## config.mk

```make
export PLATFORM = sky130hd
export DESIGN_NAME = pt_walk_unit
export DESIGN_NICKNAME = d
export VERILOG_FILES = /design/src/rtl/pt_walk_pkg.sv /design/src/rtl/ptw_addr_gen.sv /design/src/rtl/ptw_pte_conv.sv /design/src/rtl/ptw_judge.sv /design/src/rtl/pt_walk_unit.sv
export SDC_FILE = /design/constraint.sdc
export NUM_CORES = 1
export LEC_CHECK = 0
export BUFFER_PORTS_ARGS = -buffer_cell sky130_fd_sc_hd__buf_2
export CAP_MARGIN = 20
export CORE_MARGIN = 2
export CORE_UTILIZATION = 51
export CTS_CLUSTER_DIAMETER = 40
export DETAILED_ROUTE_END_ITERATION = 8
export PLACE_DENSITY = 0.78
export SLEW_MARGIN = 20
export SYNTH_ARGS = -nofsm -noshare
export SYNTH_HDL_FRONTEND = slang
export SYNTH_HIERARCHICAL = 1
export SYNTH_SLANG_ARGS = --single-unit
```

## constraint.sdc

```tcl
create_clock -name clk -period 3.25 [get_ports clk]
set_clock_uncertainty 0.05 [all_clocks]
set_input_delay 0.325 -clock clk [delete_from_list [all_inputs] [get_ports clk]]
set_output_delay 0.325 -clock clk [all_outputs]
set_load 0.05 [all_outputs]
```

## src/rtl/pt_walk_pkg.sv

```systemverilog
package pt_walk_pkg;
  localparam int PAGE_SHIFT = 12;
  localparam int LO_V_BIT   = 1;
  localparam int LO_D_BIT   = 2;
  localparam int LO_PFN_LSB = 6;

  typedef enum logic [2:0] {
    ST_IDLE,
    ST_RD_DIR,
    ST_RD_EVEN,
    ST_RD_ODD,
    ST_FILL,
    ST_DONE
  } walk_st_t;

  typedef enum logic [1:0] {
    RES_HIT     = 2'd0,
    RES_MISS    = 2'd1,
    RES_INVALID = 2'd2,
    RES_MODIFY  = 2'd3
  } walk_res_t;
endpackage

```

## src/rtl/ptw_addr_gen.sv

```systemverilog
module ptw_addr_gen
  import pt_walk_pkg::*;
#(
  parameter int AW = 32,
  parameter int DIR_IDX_W = 10,
  parameter int PT_IDX_W = 9,
  parameter logic [AW-1:0] KSEG_BASE = 32'h8000_0000
) (
  input  walk_st_t             st,
  input  logic [AW-1:0]        dir_ptr,
  input  logic [AW-1:0]        pt_ptr,
  input  logic [DIR_IDX_W-1:0] dir_idx,
  input  logic [PT_IDX_W-1:0]  pt_idx,
  output logic [AW-1:0]        addr
);
  // Kernel-window virtual pointer to physical.
  function automatic logic [AW-1:0] rebase(input logic [AW-1:0] p);
    return p - KSEG_BASE;
  endfunction

  logic [AW-1:0] dir_off, pair_off;
  assign dir_off  = AW'({dir_idx, 2'b00});
  assign pair_off = AW'({pt_idx, 3'b000});

  always_comb begin
    case (st)
      ST_RD_DIR:  addr = rebase(dir_ptr) + dir_off;
      ST_RD_EVEN: addr = rebase(pt_ptr) + pair_off;
      ST_RD_ODD:  addr = rebase(pt_ptr) + pair_off + AW'(4);
      default:    addr = '0;
    endcase
  end
endmodule

```

## src/rtl/ptw_pte_conv.sv

```systemverilog
module ptw_pte_conv #(
  parameter int AW = 32,
  parameter int SHIFT_W = 5
) (
  input  logic [AW-1:0]      raw,
  input  logic [SHIFT_W-1:0] sh,
  output logic [AW-1:0]      lo
);
  assign lo = raw >> sh;
endmodule

```

## src/rtl/ptw_judge.sv

```systemverilog
module ptw_judge
  import pt_walk_pkg::*;
#(
  parameter int AW = 32
) (
  input  logic [PAGE_SHIFT:0] va_low,
  input  logic                wr,
  input  logic [AW-1:0]       lo_even,
  input  logic [AW-1:0]       lo_odd,
  output walk_res_t           res,
  output logic [AW-1:0]       pa
);
  logic [AW-1:0] sel_lo;
  assign sel_lo = va_low[PAGE_SHIFT] ? lo_odd : lo_even;

  always_comb begin
    res = RES_HIT;
    pa  = '0;
    if (!sel_lo[LO_V_BIT]) begin
      res = RES_INVALID;
    end else if (wr && !sel_lo[LO_D_BIT]) begin
      res = RES_MODIFY;
    end else begin
      pa = ((sel_lo >> LO_PFN_LSB) << PAGE_SHIFT) | AW'(va_low[PAGE_SHIFT-1:0]);
    end
  end
endmodule

```

## src/rtl/pt_walk_unit.sv

```systemverilog
module pt_walk_unit
  import pt_walk_pkg::*;
#(
  parameter int AW = 32,
  parameter int SHIFT_W = 5,
  parameter int PT_IDX_W = 9,
  parameter logic [AW-1:0] KSEG_BASE = 32'h8000_0000
) (
  input  logic               clk,
  input  logic               rst_n,
  input  logic               start_i,
  input  logic [AW-1:0]      va_i,
  input  logic               is_write_i,
  input  logic [AW-1:0]      dir_ptr_i,
  input  logic [SHIFT_W-1:0] sw_shift_i,
  output logic               busy_o,
  output logic               mem_req_o,
  output logic [AW-1:0]      mem_addr_o,
  input  logic               mem_valid_i,
  input  logic [AW-1:0]      mem_data_i,
  output logic               tlb_we_o,
  output logic [AW-PAGE_SHIFT-2:0] tlb_vpn2_o,
  output logic [AW-1:0]      tlb_lo0_o,
  output logic [AW-1:0]      tlb_lo1_o,
  output logic               done_o,
  output logic [1:0]         result_o,
  output logic [AW-1:0]      pa_o
);
  localparam int PT_LSB    = PAGE_SHIFT + 1;
  localparam int DIR_LSB   = PT_LSB + PT_IDX_W;
  localparam int DIR_IDX_W = AW - DIR_LSB;

  walk_st_t           state;
  logic [AW-1:0]      va_q, dir_q, pt_q, lo0_q, lo1_q, pa_q;
  logic               wr_q;
  logic [SHIFT_W-1:0] shift_q;
  walk_res_t          res_q;

  // Named internal events
  logic      accept, take_resp;
  logic [AW-1:0] conv_lo, judge_pa;
  walk_res_t judge_res;

  assign accept    = start_i && (state == ST_IDLE);
  assign take_resp = mem_req_o && mem_valid_i;

  ptw_addr_gen #(
    .AW(AW), .DIR_IDX_W(DIR_IDX_W), .PT_IDX_W(PT_IDX_W), .KSEG_BASE(KSEG_BASE)
  ) u_addr (
    .st(state), .dir_ptr(dir_q), .pt_ptr(pt_q),
    .dir_idx(va_q[AW-1:DIR_LSB]), .pt_idx(va_q[DIR_LSB-1:PT_LSB]),
    .addr(mem_addr_o)
  );

  ptw_pte_conv #(.AW(AW), .SHIFT_W(SHIFT_W)) u_conv (
    .raw(mem_data_i), .sh(shift_q), .lo(conv_lo)
  );

  ptw_judge #(.AW(AW)) u_judge (
    .va_low(va_q[PAGE_SHIFT:0]), .wr(wr_q), .lo_even(lo0_q), .lo_odd(lo1_q),
    .res(judge_res), .pa(judge_pa)
  );

  always_ff @(posedge clk) begin
    if (!rst_n) begin
      state   <= ST_IDLE;
      va_q    <= '0;
      dir_q   <= '0;
      pt_q    <= '0;
      lo0_q   <= '0;
      lo1_q   <= '0;
      pa_q    <= '0;
      wr_q    <= 1'b0;
      shift_q <= '0;
      res_q   <= RES_MISS;
    end else begin
      case (state)
        ST_IDLE: if (accept) begin
          va_q    <= va_i;
          wr_q    <= is_write_i;
          dir_q   <= dir_ptr_i;
          shift_q <= sw_shift_i;
          if (dir_ptr_i == '0) begin
            res_q <= RES_MISS;
            pa_q  <= '0;
            state <= ST_DONE;
          end else begin
            state <= ST_RD_DIR;
          end
        end
        ST_RD_DIR: if (take_resp) begin
          pt_q  <= mem_data_i;
          state <= ST_RD_EVEN;
        end
        ST_RD_EVEN: if (take_resp) begin
          lo0_q <= conv_lo;
          state <= ST_RD_ODD;
        end
        ST_RD_ODD: if (take_resp) begin
          lo1_q <= conv_lo;
          state <= ST_FILL;
        end
        ST_FILL: begin
          res_q <= judge_res;
          pa_q  <= judge_pa;
          state <= ST_DONE;
        end
        default: state <= ST_IDLE;
      endcase
    end
  end

  assign busy_o     = (state != ST_IDLE);
  assign mem_req_o  = (state == ST_RD_DIR) || (state == ST_RD_EVEN) || (state == ST_RD_ODD);
  assign tlb_we_o   = (state == ST_FILL);
  assign tlb_vpn2_o = va_q[AW-1:PT_LSB];
  assign tlb_lo0_o  = lo0_q;
  assign tlb_lo1_o  = lo1_q;
  assign done_o     = (state == ST_DONE);
  assign result_o   = res_q;
  assign pa_o       = pa_q;

  assert_idle_quiet_R1: assert property (@(posedge clk) disable iff (!rst_n)
    !busy_o |-> (!mem_req_o && !tlb_we_o && !done_o));

  assert_zero_dir_R2: assert property (@(posedge clk) disable iff (!rst_n)
    (start_i && !busy_o && dir_ptr_i == '0) |=> (done_o && result_o == 2'd1 && !mem_req_o));

  assert_hold_req_R5: assert property (@(posedge clk) disable iff (!rst_n)
    (mem_req_o && !mem_valid_i) |=> (mem_req_o && $stable(mem_addr_o)));

  assert_fill_pulse_R6: assert property (@(posedge clk) disable iff (!rst_n)
    tlb_we_o |=> (!tlb_we_o && done_o));

  assert_fault_pa_zero_R8: assert property (@(posedge clk) disable iff (!rst_n)
    (done_o && result_o != 2'd0) |-> (pa_o == '0));

  assert_busy_start_R10: assert property (@(posedge clk) disable iff (!rst_n)
    (busy_o && start_i && !done_o) |=> $stable(tlb_vpn2_o));

  assert_done_pulse_R11: assert property (@(posedge clk) disable iff (!rst_n)
    done_o |=> (!done_o && !busy_o));
endmodule

```

# == Word level (Yosys, flattened, before mapping) ==
# Cells that the tools add are included.
# word_totals
latch_bits,0
wordCells,61
mem_bits_rw,0
out_inout_bits,153
mem_count,0
regBits,203
input_bits,106
mem_bits_ro,0
# op_classes
n_lt_le_gt_ge,0
n_eq_ne,10
muxes,18
mul,0
n_shift,1
n_div,0
add_sub_neg,5
n_reduce_logical,16
bitwise,1
# ops
op,count
32-bit two-way mux,4
32-bit case mux with 3 select lines,1
32-bit by 12-bit adder with 32-bit output,2
32-bit case mux with 2 select lines,1
"32-bit subtractor, second input constant",2
"32-bit by 3-bit adder with 32-bit output, second input constant",1
32-bit logical NOT,1
32-bit by 12-bit OR with 32-bit output,1
32-bit by 5-bit right shift with 32-bit output,1
26-bit two-way mux,1
3-bit two-way mux,5
3-bit case mux with 5 select lines,1
2-bit two-way mux,4
"2-bit inequality test, second input constant",4
2-bit AND reduction,4
"3-bit by 2-bit == test with 1-bit output, second input constant",2
"3-bit == test, second input constant",2
2-bit case mux with 2 select lines,1
4-bit AND reduction,1
"3-bit by 1-bit == test with 1-bit output, second input constant",1
1-bit logical AND,3
3-bit logical NOT,1
3-bit AND reduction,1
3-bit nonzero test,1
4 further kinds,5

# == Longest topological paths before layout ==
# Gate-level depths: netlist (run 1).
# depth
depth_word,6
mapped_depth,13
mapped_depth_nobuf,10

# == Hierarchy ==
# Netlist (run 1), hierarchy kept.
# modules_own_cells
mod,cells_each,area_each_um2,seq_area_each_um2,instances
pt_walk_unit,863,7190.6,4063.9,1
ptw_addr_gen,428,3210.6,0.0,1
ptw_pte_conv,180,1641.6,0.0,1
ptw_judge,65,434.2,0.0,1

# == Least setup slack after synthesis (run 1) ==
# No wires, ideal clock.
# synth_path
kind,reg-to-output
start,reg pt_q[3]
end,out mem_addr_o[25]
path_stages_with_launch,14
setup_slack_ns,-1.085
arrival_ns,3.960
cell_sequence,dfxtp_1 ha_1 fa_1 a211oi_2 o211ai_4 and2_4 buf_6 a21oi_1 and4b_1 buf_6 nand4_4 buf_6 o31a_1 o32ai_1
# synth_via
elab_chain_len,4
# synth_rtl
item,line,text
start: declaration,pt_walk_unit.sv:34,"logic [AW-1:0] va_q, dir_q, pt_q, lo0_q, lo1_q, pa_q;"
start signal: assignment,pt_walk_unit.sv:92,pt_q <= mem_data_i;
32-bit subtractor *,ptw_addr_gen.sv:18,return p - KSEG_BASE;
32-bit by 12-bit adder with 32-bit output *,"ptw_addr_gen.sv:28, ptw_addr_gen.sv:29",
32-bit by 3-bit adder with 32-bit output,ptw_addr_gen.sv:29,ST_RD_ODD: addr = rebase(pt_ptr) + pair_off + AW'(4);
32-bit case mux with 3 select lines *,ptw_addr_gen.sv:26,case (st)
end: declaration,pt_walk_unit.sv:18,"output logic [AW-1:0] mem_addr_o,"
# Every way passes the cells marked *; elsewhere a longest branch is shown, timed or not.

# == Worst setup path in the final report (run 1) ==
# layout_path
start,reg pt_q[3]
end,out mem_addr_o[26]
# Same word-level chain as after synthesis.

==> results of run 1 <==
placed cells by master, fill, tap and decap left out, drive strengths merged, types with 29 or more instances in the layout:
cell / instances
nand2: 387
dfxtp: 203
a22o: 39
mux4: 29
xor2: 33
clkbuf: 33
a21oi: 197
xnor2: 33
mux2i: 37
buf: 428
nor2: 77
dlygate4sd3: 57
what timing repair did:
item                                   in CTS  in global routing
buffers inserted                           13                  3
gates resized for setup                    85                 19
endpoints found under the hold margin      57                  0
setup endpoints to repair                  24                 26
hold buffers                               57                  0
pin swaps                                  24                 19
registers in the layout, summed over array words and instances, names as in the netlist:
signal,count
pa_o,32
shift_q,5
tlb_lo0_o,32
va_q,32
pt_q,32
result_o,2
wr_q,1
dir_q,32
tlb_lo1_o,32
state,3
per-layer routing:
| layer | wire, um | vias up | global-route usage, % | share of wire, % |
|---|---|---|---|---|
| met2 | 21000 | 660 | 54.8 | 47 |
| met4 | 1580 | 2 | 11.4 | 3.5 |
| met3 | 3690 | 116 | 6.43 | 8.2 |
| met5 | 13 | - | 0 | 0.029 |
| li1 | - | 6243 | - | - |
| met1 | 18800 | 6539 | 44.8 | 42 |
cell families after synthesis:
family | Yosys count | share of synthesized area (%)
mux | 76 | 9.11
flops | 203 | 32.6
compound gates | 376 | 20.3
buf+inv | 143 | 6.49
xor+xnor | 66 | 4.75
simple gates | 650 | 24.5
fa+ha+maj | 22 | 2.33
cell type report:
cell class / count / area share (%)
clock buffers: 33 / 4.43
flip-flops and latches: 203 / 24.0
multi-input cells: 1190 / 47.8
inverters: 16 / 0.370
diodes: 5 / 0.0739
clock inverters: 18 / 1.28
well taps: 324 / 2.40
repair buffers: 485 / 19.6
path summary, 6_finish.rpt:
kind                             from                   endpoint  cells after the start
max reg2reg   shift_q[1]$_SDFFE_PN0P_  tlb_lo1_o[1]$_SDFFE_PN0P_                      5
max              pt_q[3]$_SDFFE_PN0P_             mem_addr_o[26]                     11
min reg2reg  result_o[0]$_SDFFE_PN1P_   result_o[0]$_SDFFE_PN1P_                      2
min                     dir_ptr_i[11]     dir_q[11]$_SDFFE_PN0P_                      3
power by group through the flow:
stage	combinational (mW)	sequential, mW	clock, mW
2_1_floorplan	1.08	2.76	0
3_3_place_gp	1.57	2.74	0
3_5_place_dp	1.58	2.74	0
4_1_cts	1.68	2.69	3.11
5_1_grt	1.83	2.71	3.22
6_report	1.73	2.69	3.09
per-stage QoR:
stage	utilization, %	hold WS, ps
6_report	70.0	-3.02
5_1_grt	70.0	6.02
4_1_cts	69.5	0.162
3_5_place_dp	61.2	384
3_3_place_gp	61.2	383
2_1_floorplan	-	382
worst max-delay path, cell delays in order, from the launching register on:
cell and delay [ps]:
dfxtp_2 330, ha_4 160, fa_2 380, a211oi_4 340
o21ai_2 130, xor2_2 220, o2111ai_2 170, and4b_2 420
nand4_4 180, o311a_1 340, or3_4 380, buf_6 160
==> impl_metrics.csv, run 1 <==
group,metric,value,unit
timing,maxSlewHeadroom,41.7,%
clocking,htree_levels,1,
timing,holdWs,-3.02,ps
clocking,cts-root-buf,"clkbuf_16",
detailed_routing,antenna_left,0,
final_layout,fillers,1868,
final_layout,layout-drive-gt1-share,32.6,%
clocking,cts_tree,"done",
synth,async_reset_ff_share,0,%
detailed_routing,drtIter0Drc,1282,
clocking,cts-buffers-inserted,28,
timing,slew_viol_final,0,
hold_path,hold_path_class,"in -> reg",
die,io_pins,259,
detailed_routing,first_pass_iters,5,
power,irDropWorstVdd,0.410,mV
place,dp_cells,2145,
die,die_y,160,um
setup_path,cp.arrival,3770,ps
global_route,grt_max_degree,70,
die,core.rowCount,57,
synth,yosys_warnings,6,
global_route,grt_pass1_wl,70300,um
global_route,gr-total-overflow,0,
detailed_routing,route.detailed.drc,0,
synth,syn_area,12500,um2
clocking,clock_latency,550,ps
timing,max_freq,0.241,GHz
setup_path,critical_path_class,"reg -> out",
place,placed_area,14800,um2
final_layout,ff_latch_area,4070,um2
clocking,cts_max_path_buffers,3,
timing,finalHoldViolCount,1,
setup_path,r2r_slack,530,ps
clocking,clock_sinks,203,
place,place_congestion,0.997,
die,dieArea,25700,um2
setup_path,required,2870,ps
setup_path,start_kind,"register",
place,io_buffers,258,
synth,synth_ff_type,"dfxtp_1",
final_layout,area.growth.synth_to_final,35.7,%
synth,synthTopCellsByArea,"dfxtp_1 (33%), nand2_1 (12%), a21oi_1 (7.8%)",
power,p_clk_share,41.1,%
outcome,violations,"negative hold slack, negative setup slack",
synth,syn_avg_cell_area,8.12,um2
power,p_leak,7.04,nW
power,p_int,5.14,mW
die,die_w,160,um
global_route,antenna_found_initial,5,
die,core_area,24200,um2
detailed_routing,post_drt_wl_per_cell,19.8,um
outcome,status,"finished, violations left",
die,initial_utilization,51.6,%
global_route,grt_pass1_vias,12900,
timing,fin_crit,4140,ps
power,powerDensity,444,nW/um2
final_layout,multiInputGateArea,8090,um2
power,p_total,7.52,mW
timing,fin_ws,-891,ps
synth,ys_ff_latch,203,
detailed_routing,vias_per_cell,5.96,
clocking,path_clk_slew,60,ps
timing,worst-slew-pin-transition,873,ps
timing,finalSetupViolCount,24,
power,switching_share,31.6,%
power,p_comb_share,23.0,%
synth,seq_area_frac_synth,32.6,%
synth,synthCells,1536,
timing,final.period_utilization,127,%
synth,yosysUniqueCellTypes,100,
synth,synth.largest_area_cell,"dfxtp_1",
place,dpl.hpwl,32700,um
global_route,grt.total_usage,33.6,%
run,maxCapViolCount,0,
final_layout,design_area,16900,um2
detailed_routing,wl,45100,um
setup_path,cp-end-kind,"output pin",
final_layout,final_cells,2274,
synth,synth_commonest_cells,"nand2_1 (384), dfxtp_1 (203), a21oi_1 (194), nor2_1 (74), clkbuf_1 (52)",
place,dp_slack,-438,ps
synth,synth_edf_count,0,
timing,tns,-17160,ps
final_layout,nNetsFinal,2052,
synth,yosysMostFrequentCell,"nand2_1",
power,seqPwrFrac,35.9,%
detailed_routing,vias,13600,
timing,rsz0062_at_grt,"yes",
power,p_sw,2.38,mW
synth,syn-num-nets,1664,
synth,synth.top_cell.area_share,32.6,%
setup_path,critPathMaxFanout,8,
Power figures use the tool's default switching activity.
==> inputs of run 2 (changes only) <==
--- a/config.mk
+++ b/config.mk
@@ -5,13 +5,14 @@
 export SDC_FILE = /design/constraint.sdc
 export NUM_CORES = 1
 export LEC_CHECK = 0
+export ABC_AREA = 1
 export BUFFER_PORTS_ARGS = -buffer_cell sky130_fd_sc_hd__buf_2
 export CAP_MARGIN = 20
 export CORE_MARGIN = 2
 export CORE_UTILIZATION = 51
 export CTS_CLUSTER_DIAMETER = 40
 export DETAILED_ROUTE_END_ITERATION = 8
-export PLACE_DENSITY = 0.78
+export PLACE_DENSITY = 0.77
 export SLEW_MARGIN = 20
 export SYNTH_ARGS = -nofsm -noshare
 export SYNTH_HDL_FRONTEND = slang
==> run 2 against run 1 <==
Synthesized cell count grew 49%. Flip-flop and latch count is the same. Global-route usage shrank 0.75 points. Combinational power grew to 4.0 times the previous value. Routed wire length grew 8.9%. Via count grew 19%. Sequential power grew 32%. Clock power grew 2%. Sequential share of layout area shrank 0.18 points. Critical path depth grew 3. Highest routed layer is now met4. The flow finishes with violations (negative setup slack). Cell count grew 26%.
==> impl_metrics.csv, run 2 <==
group,metric,value,unit
synth,yosysMostFrequentCell,"nand2_1",
clocking,htree_levels,1,
final_layout,final_common_cell,"nand2_1",
synth,seq_area_frac_synth,30.0,%
timing,tns,-4860,ps
die,die_y,167,um
global_route,grt.total_usage,32.8,%
synth,synth.largest_area_cell,"dfxtp_1",
power,irDropWorstVdd,0.596,mV
clocking,cts_max_path_buffers,3,
detailed_routing,wl,49100,um
timing,slew_viol_final,0,
setup_path,start_kind,"register",
outcome,status,"finished, violations left",
detailed_routing,vias_per_cell,5.61,
place,place_congestion,0.959,
timing,finalSetupViolCount,24,
timing,final.period_utilization,110,%
setup_path,required,2870,ps
power,p_leak,7.86,nW
final_layout,nNetsFinal,2648,
detailed_routing,drtIter0Drc,1513,
synth,synth_ff_type,"dfxtp_1",
power,p_int,6.87,mW
place,io_buffers,258,
final_layout,final_cells,2875,
power,seqPwrFrac,26.1,%
power,p_clk_share,23.1,%
synth,yosys_warnings,6,
power,p_sw,6.75,mW
global_route,grt_pass1_wl,75800,um
synth,syn-num-nets,2416,
synth,synth_compound_area_share,13.1,%
timing,worst-slew-pin-transition,1070,ps
final_layout,layout-drive-gt1-share,22.2,%
place,dp_cells,2777,
place,dpl.hpwl,35400,um
global_route,antenna_found_initial,0,
detailed_routing,post_drt_wl_per_cell,17.1,um
synth,synth_commonest_cells,"nand2_1 (582), nand3_1 (359), nor2_1 (349), dfxtp_1 (203), inv_1 (187)",
synth,syn_area,13600,um2
die,io_pins,259,
synth,synthMuxAreaShare,0,%
detailed_routing,antenna_left,0,
setup_path,critPathMaxFanout,3,
detailed_routing,vias,16100,
timing,maxSlewHeadroom,28.8,%
synth,synth.top_cell.area_share,30.0,%
synth,synthSimpleGateAreaFrac,44.0,%
synth,synthCells,2288,
synth,yosysUniqueCellTypes,49,
run,maxCapViolCount,0,
global_route,gr-total-overflow,0,
power,p_comb_share,50.8,%
synth,synth_adder_area_share,2.14,%
detailed_routing,route.detailed.drc,0,
clocking,path_clk_slew,60,ps
clocking,clock_latency,550,ps
hold_path,hold_path_class,"in -> reg",
final_layout,postLayoutCoreUtil,65.5,%
global_route,grt_max_degree,65,
timing,fin_ws,-330,ps
synth,async_reset_ff_share,0,%
die,core_area,26100,um2
timing,fin_crit,3580,ps
synth,synth_edf_count,0,
power,switching_share,49.6,%
timing,max_freq,0.279,GHz
die,core.rowCount,59,
synth,ys_ff_latch,203,
outcome,violations,"negative setup slack",
die,die_w,167,um
power,powerDensity,798,nW/um2
timing,rsz0062_at_grt,"yes",
clocking,cts-root-buf,"clkbuf_16",
synth,synthTopCellsByArea,"dfxtp_1 (30%), nand2_1 (16%), nand3_1 (13%)",
final_layout,layout_common_cells,"nand2_1 (536), nand3_1 (340), nor2_1 (321), buf_2 (232), dfxtp_1 (196)",
synth,syn_avg_cell_area,5.93,um2
setup_path,critical_path_class,"reg -> out",
setup_path,cp-end-kind,"output pin",
detailed_routing,first_pass_iters,6,
final_layout,area.growth.synth_to_final,25.9,%
die,initial_utilization,52.0,%
setup_path,cp.arrival,3210,ps
synth,synthXorXnorAreaFrac,0.258,%
synth,synth_top_family_by_area,"simple AND/OR/NAND/NOR gates",
clocking,clock_sinks,203,
clocking,cts_tree,"done",
global_route,grt_pass1_vias,14700,
final_layout,num_antenna_cells,0,
die,dieArea,27900,um2
clocking,cts-buffers-inserted,28,
timing,finalHoldViolCount,0,
## run 2: changes by cell type in the layout (fill, tap and decap cells not counted), sizes merged, moves of 37 or more
cell and change:
nor2 +290, dlygate4sd3 -44, a21oi -46, o21ai +121
mux2i -37, buf -106, nand2 +210, nand3 +339
a22o -37, inv +190
## run 2: cell type report
cell class              count  area (um2)
clock inverters            16         220
fillers                  2411        9000
well taps                 335         419
multi-input cells        1746        8750
clock buffers              34         743
flip-flops and latches    203        4070
repair buffers            336        2090
inverters                 205         772
## run 2: layer usage
layer	GRT usage, %	up-vias	part of all wire [%]
met5	0	-	0
met3	4.11	135	7.4
met2	54.3	758	47
met1	43.3	7357	41
li1	-	7867	-
met4	13.7	0	4.5
## run 2: cell families after synthesis
kind of cell | Yosys count
AOI/OAI and AO/OA | 329
adders and majority gates | 22
and+or+nand+nor | 1391
buffers and inverters | 339
xor gates and xnor gates | 4
DFF | 203
## run 2: power groups by stage
stage	sequential [mW]	combinational, mW	clock [mW]
finish	3.56	6.91	3.15
global route	3.62	7.45	3.29
CTS	3.53	6.60	3.18
detailed placement	3.55	6.32	0
global placement	3.54	6.26	0
floorplan	4.26	3.99	0
## run 2: worst paths after layout
| path | start | endpoint | slack [ps] | cells past startpoint |
|---|---|---|---|---|
| max | pt_q[3]$_SDFFE_PN0P_ | mem_addr_o[7] | -330 | 14 |
| min | mem_data_i[21] | pt_q[21]$_SDFFE_PN0P_ | 10 | 3 |
| max reg2reg | state[0]$_SDFFE_PN0P_ | pt_q[0]$_SDFFE_PN0P_ | 770 | 9 |
| min reg2reg | tlb_lo1_o[30]$_SDFFE_PN0P_ | tlb_lo1_o[30]$_SDFFE_PN0P_ | 400 | 2 |
## run 2: worst max-delay path: stages, from the launching register on
cell and delay, ps:
dfxtp_2 340, ha_4 170, fa_2 560, nand3_2 110, nor3_2 230, nand2_1 130, buf_4 150, buf_4 120
buf_4 120, buf_4 120, buf_4 120, nand2_1 50, nand2_1 60, o22ai_2 210, buf_6 190
## run 2: per-stage QoR
stage          area [um2]  total power, mW  worst slack (ps)  hold WS, ps
6_report            17100             13.6              -330         13.0
5_1_grt             17100             14.4              -447         20.5
4_1_cts             16600             13.3              -181        0.160
3_5_place_dp        14900             9.86              19.7          382
3_3_place_gp        14900             9.80              83.6          380
2_1_floorplan       13600             8.25              84.9          391
## run 2: what timing repair did
item / in CTS / in global routing
buffers inserted: 25 / 10
endpoints found under the setup margin: 24 / 27
hold buffers: 13 / 0
pin swaps: 30 / 48
resized for setup: 123 / 111
hold endpoints to repair: 13 / 0
==> inputs of run 3 (changes only) <==
--- a/config.mk
+++ b/config.mk
@@ -8,7 +8,7 @@
 export ABC_AREA = 1
 export BUFFER_PORTS_ARGS = -buffer_cell sky130_fd_sc_hd__buf_2
 export CAP_MARGIN = 20
-export CORE_MARGIN = 2
+export CORE_MARGIN = 1.5
 export CORE_UTILIZATION = 51
 export CTS_CLUSTER_DIAMETER = 40
 export DETAILED_ROUTE_END_ITERATION = 8
==> run 3 against run 2 <==
Global-route usage rose by 2.0 points. Total power rose by 3.7%. Via count rose by 3.2%. Non-clock buffer count rose by 60. The flow still finishes with violations (negative setup slack). Highest routed layer unchanged. Critical path depth rose by 1.
==> impl_metrics.csv, run 3 (same netlist as run 2, synthesis figures left out) <==
group,metric,value,unit
outcome,status,"finished, violations left",
outcome,violations,"negative setup slack",
setup_path,critical_path_class,"reg -> out",
power,irDropWorstVdd,0.569,mV
die,initial_utilization,52.0,%
die,die_w,166,um
timing,slew_viol_final,0,
detailed_routing,post_drt_wl_per_cell,17.4,um
global_route,grt_pass1_vias,15100,
hold_path,hold_depth,3,
die,die_y,166,um
detailed_routing,vias,16600,
final_layout,fillers,2289,
global_route,busiest_layer,"met2",
clocking,cts_tree,"done",
global_route,grt_max_degree,133,
final_layout,layout_common_cells,"nand2_1 (522), nand3_1 (339), nor2_1 (317), buf_2 (232), dfxtp_1 (189)",
setup_path,start_kind,"register",
clocking,cts_max_path_buffers,3,
run,maxCapViolCount,0,
power,p_leak,8.30,nW
timing,holdWs,10.9,ps
global_route,grt.total_usage,34.9,%
global_route,grt_pass1_wl,78600,um
timing,rsz0062_at_grt,"yes",
final_layout,ff_latch_area,4080,um2
die,core_area,26100,um2
place,dpl.hpwl,35600,um
detailed_routing,route.detailed.drc,0,
global_route,antenna_found_initial,0,
final_layout,num_antenna_cells,0,
global_route,use_met1,44.2,%
clocking,htree_levels,1,
timing,fin_crit,3540,ps
timing,maxSlewHeadroom,32.2,%
setup_path,required,2870,ps
clocking,cts-root-buf,"clkbuf_16",
final_layout,nNetsFinal,2711,
clocking,cts-buffers-inserted,31,
die,core.rowCount,59,
die,io_pins,259,
timing,worst-slew-pin-transition,1010,ps
hold_path,hold_path_class,"in -> reg",
detailed_routing,vias_per_cell,5.65,
final_layout,multiInputGateArea,8910,um2
global_route,grt_util_met3,5.29,%
timing,finalSetupViolCount,25,
detailed_routing,drtIter0Drc,1689,
power,powerDensity,786,nW/um2
clocking,path_clk_slew,50,ps
final_layout,layout-drive-gt1-share,23.1,%
clocking,clock_sinks,203,
power,p_total,14.1,mW
global_route,use_met2,58.3,%
detailed_routing,first_pass_iters,6,
detailed_routing,antenna_left,0,
timing,fin_ws,-287,ps
clocking,clock_latency,580,ps
detailed_routing,wl,51300,um
timing,max_freq,0.283,GHz
setup_path,rr_worst_depth,8,
timing,finalHoldViolCount,0,
setup_path,critPathMaxFanout,3,
timing,final.period_utilization,109,%
setup_path,cp-end-kind,"output pin",
place,place_congestion,0.943,
global_route,gr-total-overflow,0,
final_layout,area.growth.synth_to_final,32.6,%
place,dp_slack,52.5,ps
place,io_buffers,258,
final_layout,final_common_cell,"nand2_1",
die,dieArea,27600,um2
setup_path,cp.arrival,3160,ps
-- run 3: cell types whose count changed in the layout (fill, tap and decap cells not counted), sizes merged --
| cell | change |
|---|---|
| dlygate4sd3 | +66 |
| buf | -7 |
| clkbuf | +4 |
| clkinvlp | +2 |
| inv | +2 |
| bufinv | -1 |
-- run 3: routing by layer --
layer  routed length (um)  up-vias  part of all wire [%]
met5                    0        -                     0
met4                 2570        0                   5.0
met3                 4280      162                   8.3
met2                23800      860                    46
met1                20700     7616                    40
li1                     -     7990                     -
-- run 3: path summary, 6_finish.rpt --
kind                              startpoint  slack [ps]                         end
setup / recovery        pt_q[3]$_SDFFE_PN0P_        -290              mem_addr_o[19]
hold / removal                      va_i[18]          10       va_q[18]$_SDFFE_PN0P_
setup reg to reg       state[0]$_SDFFE_PN0P_         660        pt_q[3]$_SDFFE_PN0P_
hold reg to reg   tlb_lo1_o[31]$_SDFFE_PN0P_         400  tlb_lo1_o[31]$_SDFFE_PN0P_
-- run 3: cell type report --
class                   instances  area share (%)
well taps                     335            2.33
flip-flops and latches        203            22.7
clock inverters                19            1.25
inverters                     205            4.31
repair buffers                396            15.1
clock buffers                  37            4.78
multi-input cells            1746            49.6
-- run 3: through the flow --
step / cells / util [%] / setup TNS (ps) / instance area [um2]
finish: 2941 / 69.0 / -4780 / 18000
global route: 2941 / 69.0 / -7240 / 18000
CTS: 2927 / 66.6 / -3470 / 17400
detailed placement: 2775 / 57.0 / 0 / 14800
global placement: 2775 / 57.0 / 0 / 14800
floorplan: 2288 / - / 0 / 13600
-- run 3: power breakdown --
part           switching, mW  total, mW  internal [mW]
combinational           5.15       7.09           1.94
clock                   1.31       3.45           2.14
sequential             0.534       3.58           3.05
-- run 3: repair_timing --
action	CTS	global route
gates resized for setup	149	141
buffers inserted	17	14
pin swaps	43	62
setup endpoints to repair	24	26
hold endpoints to repair	79	0
hold buffers	79	0
-- run 3: worst max-delay path: stages (launching register included) --
cell	delay, ps
dfxtp_2	330
ha_4	160
fa_2	590
nand3_4	100
nor3_4	210
nand2_2	100
nor2_4	150
nand2_4	60
buf_4	140
nor2_4	140
nand2_2	80
nand2_2	90
o21ai_4	70
a21oi_2	100
o21ai_1	70
buf_6	190
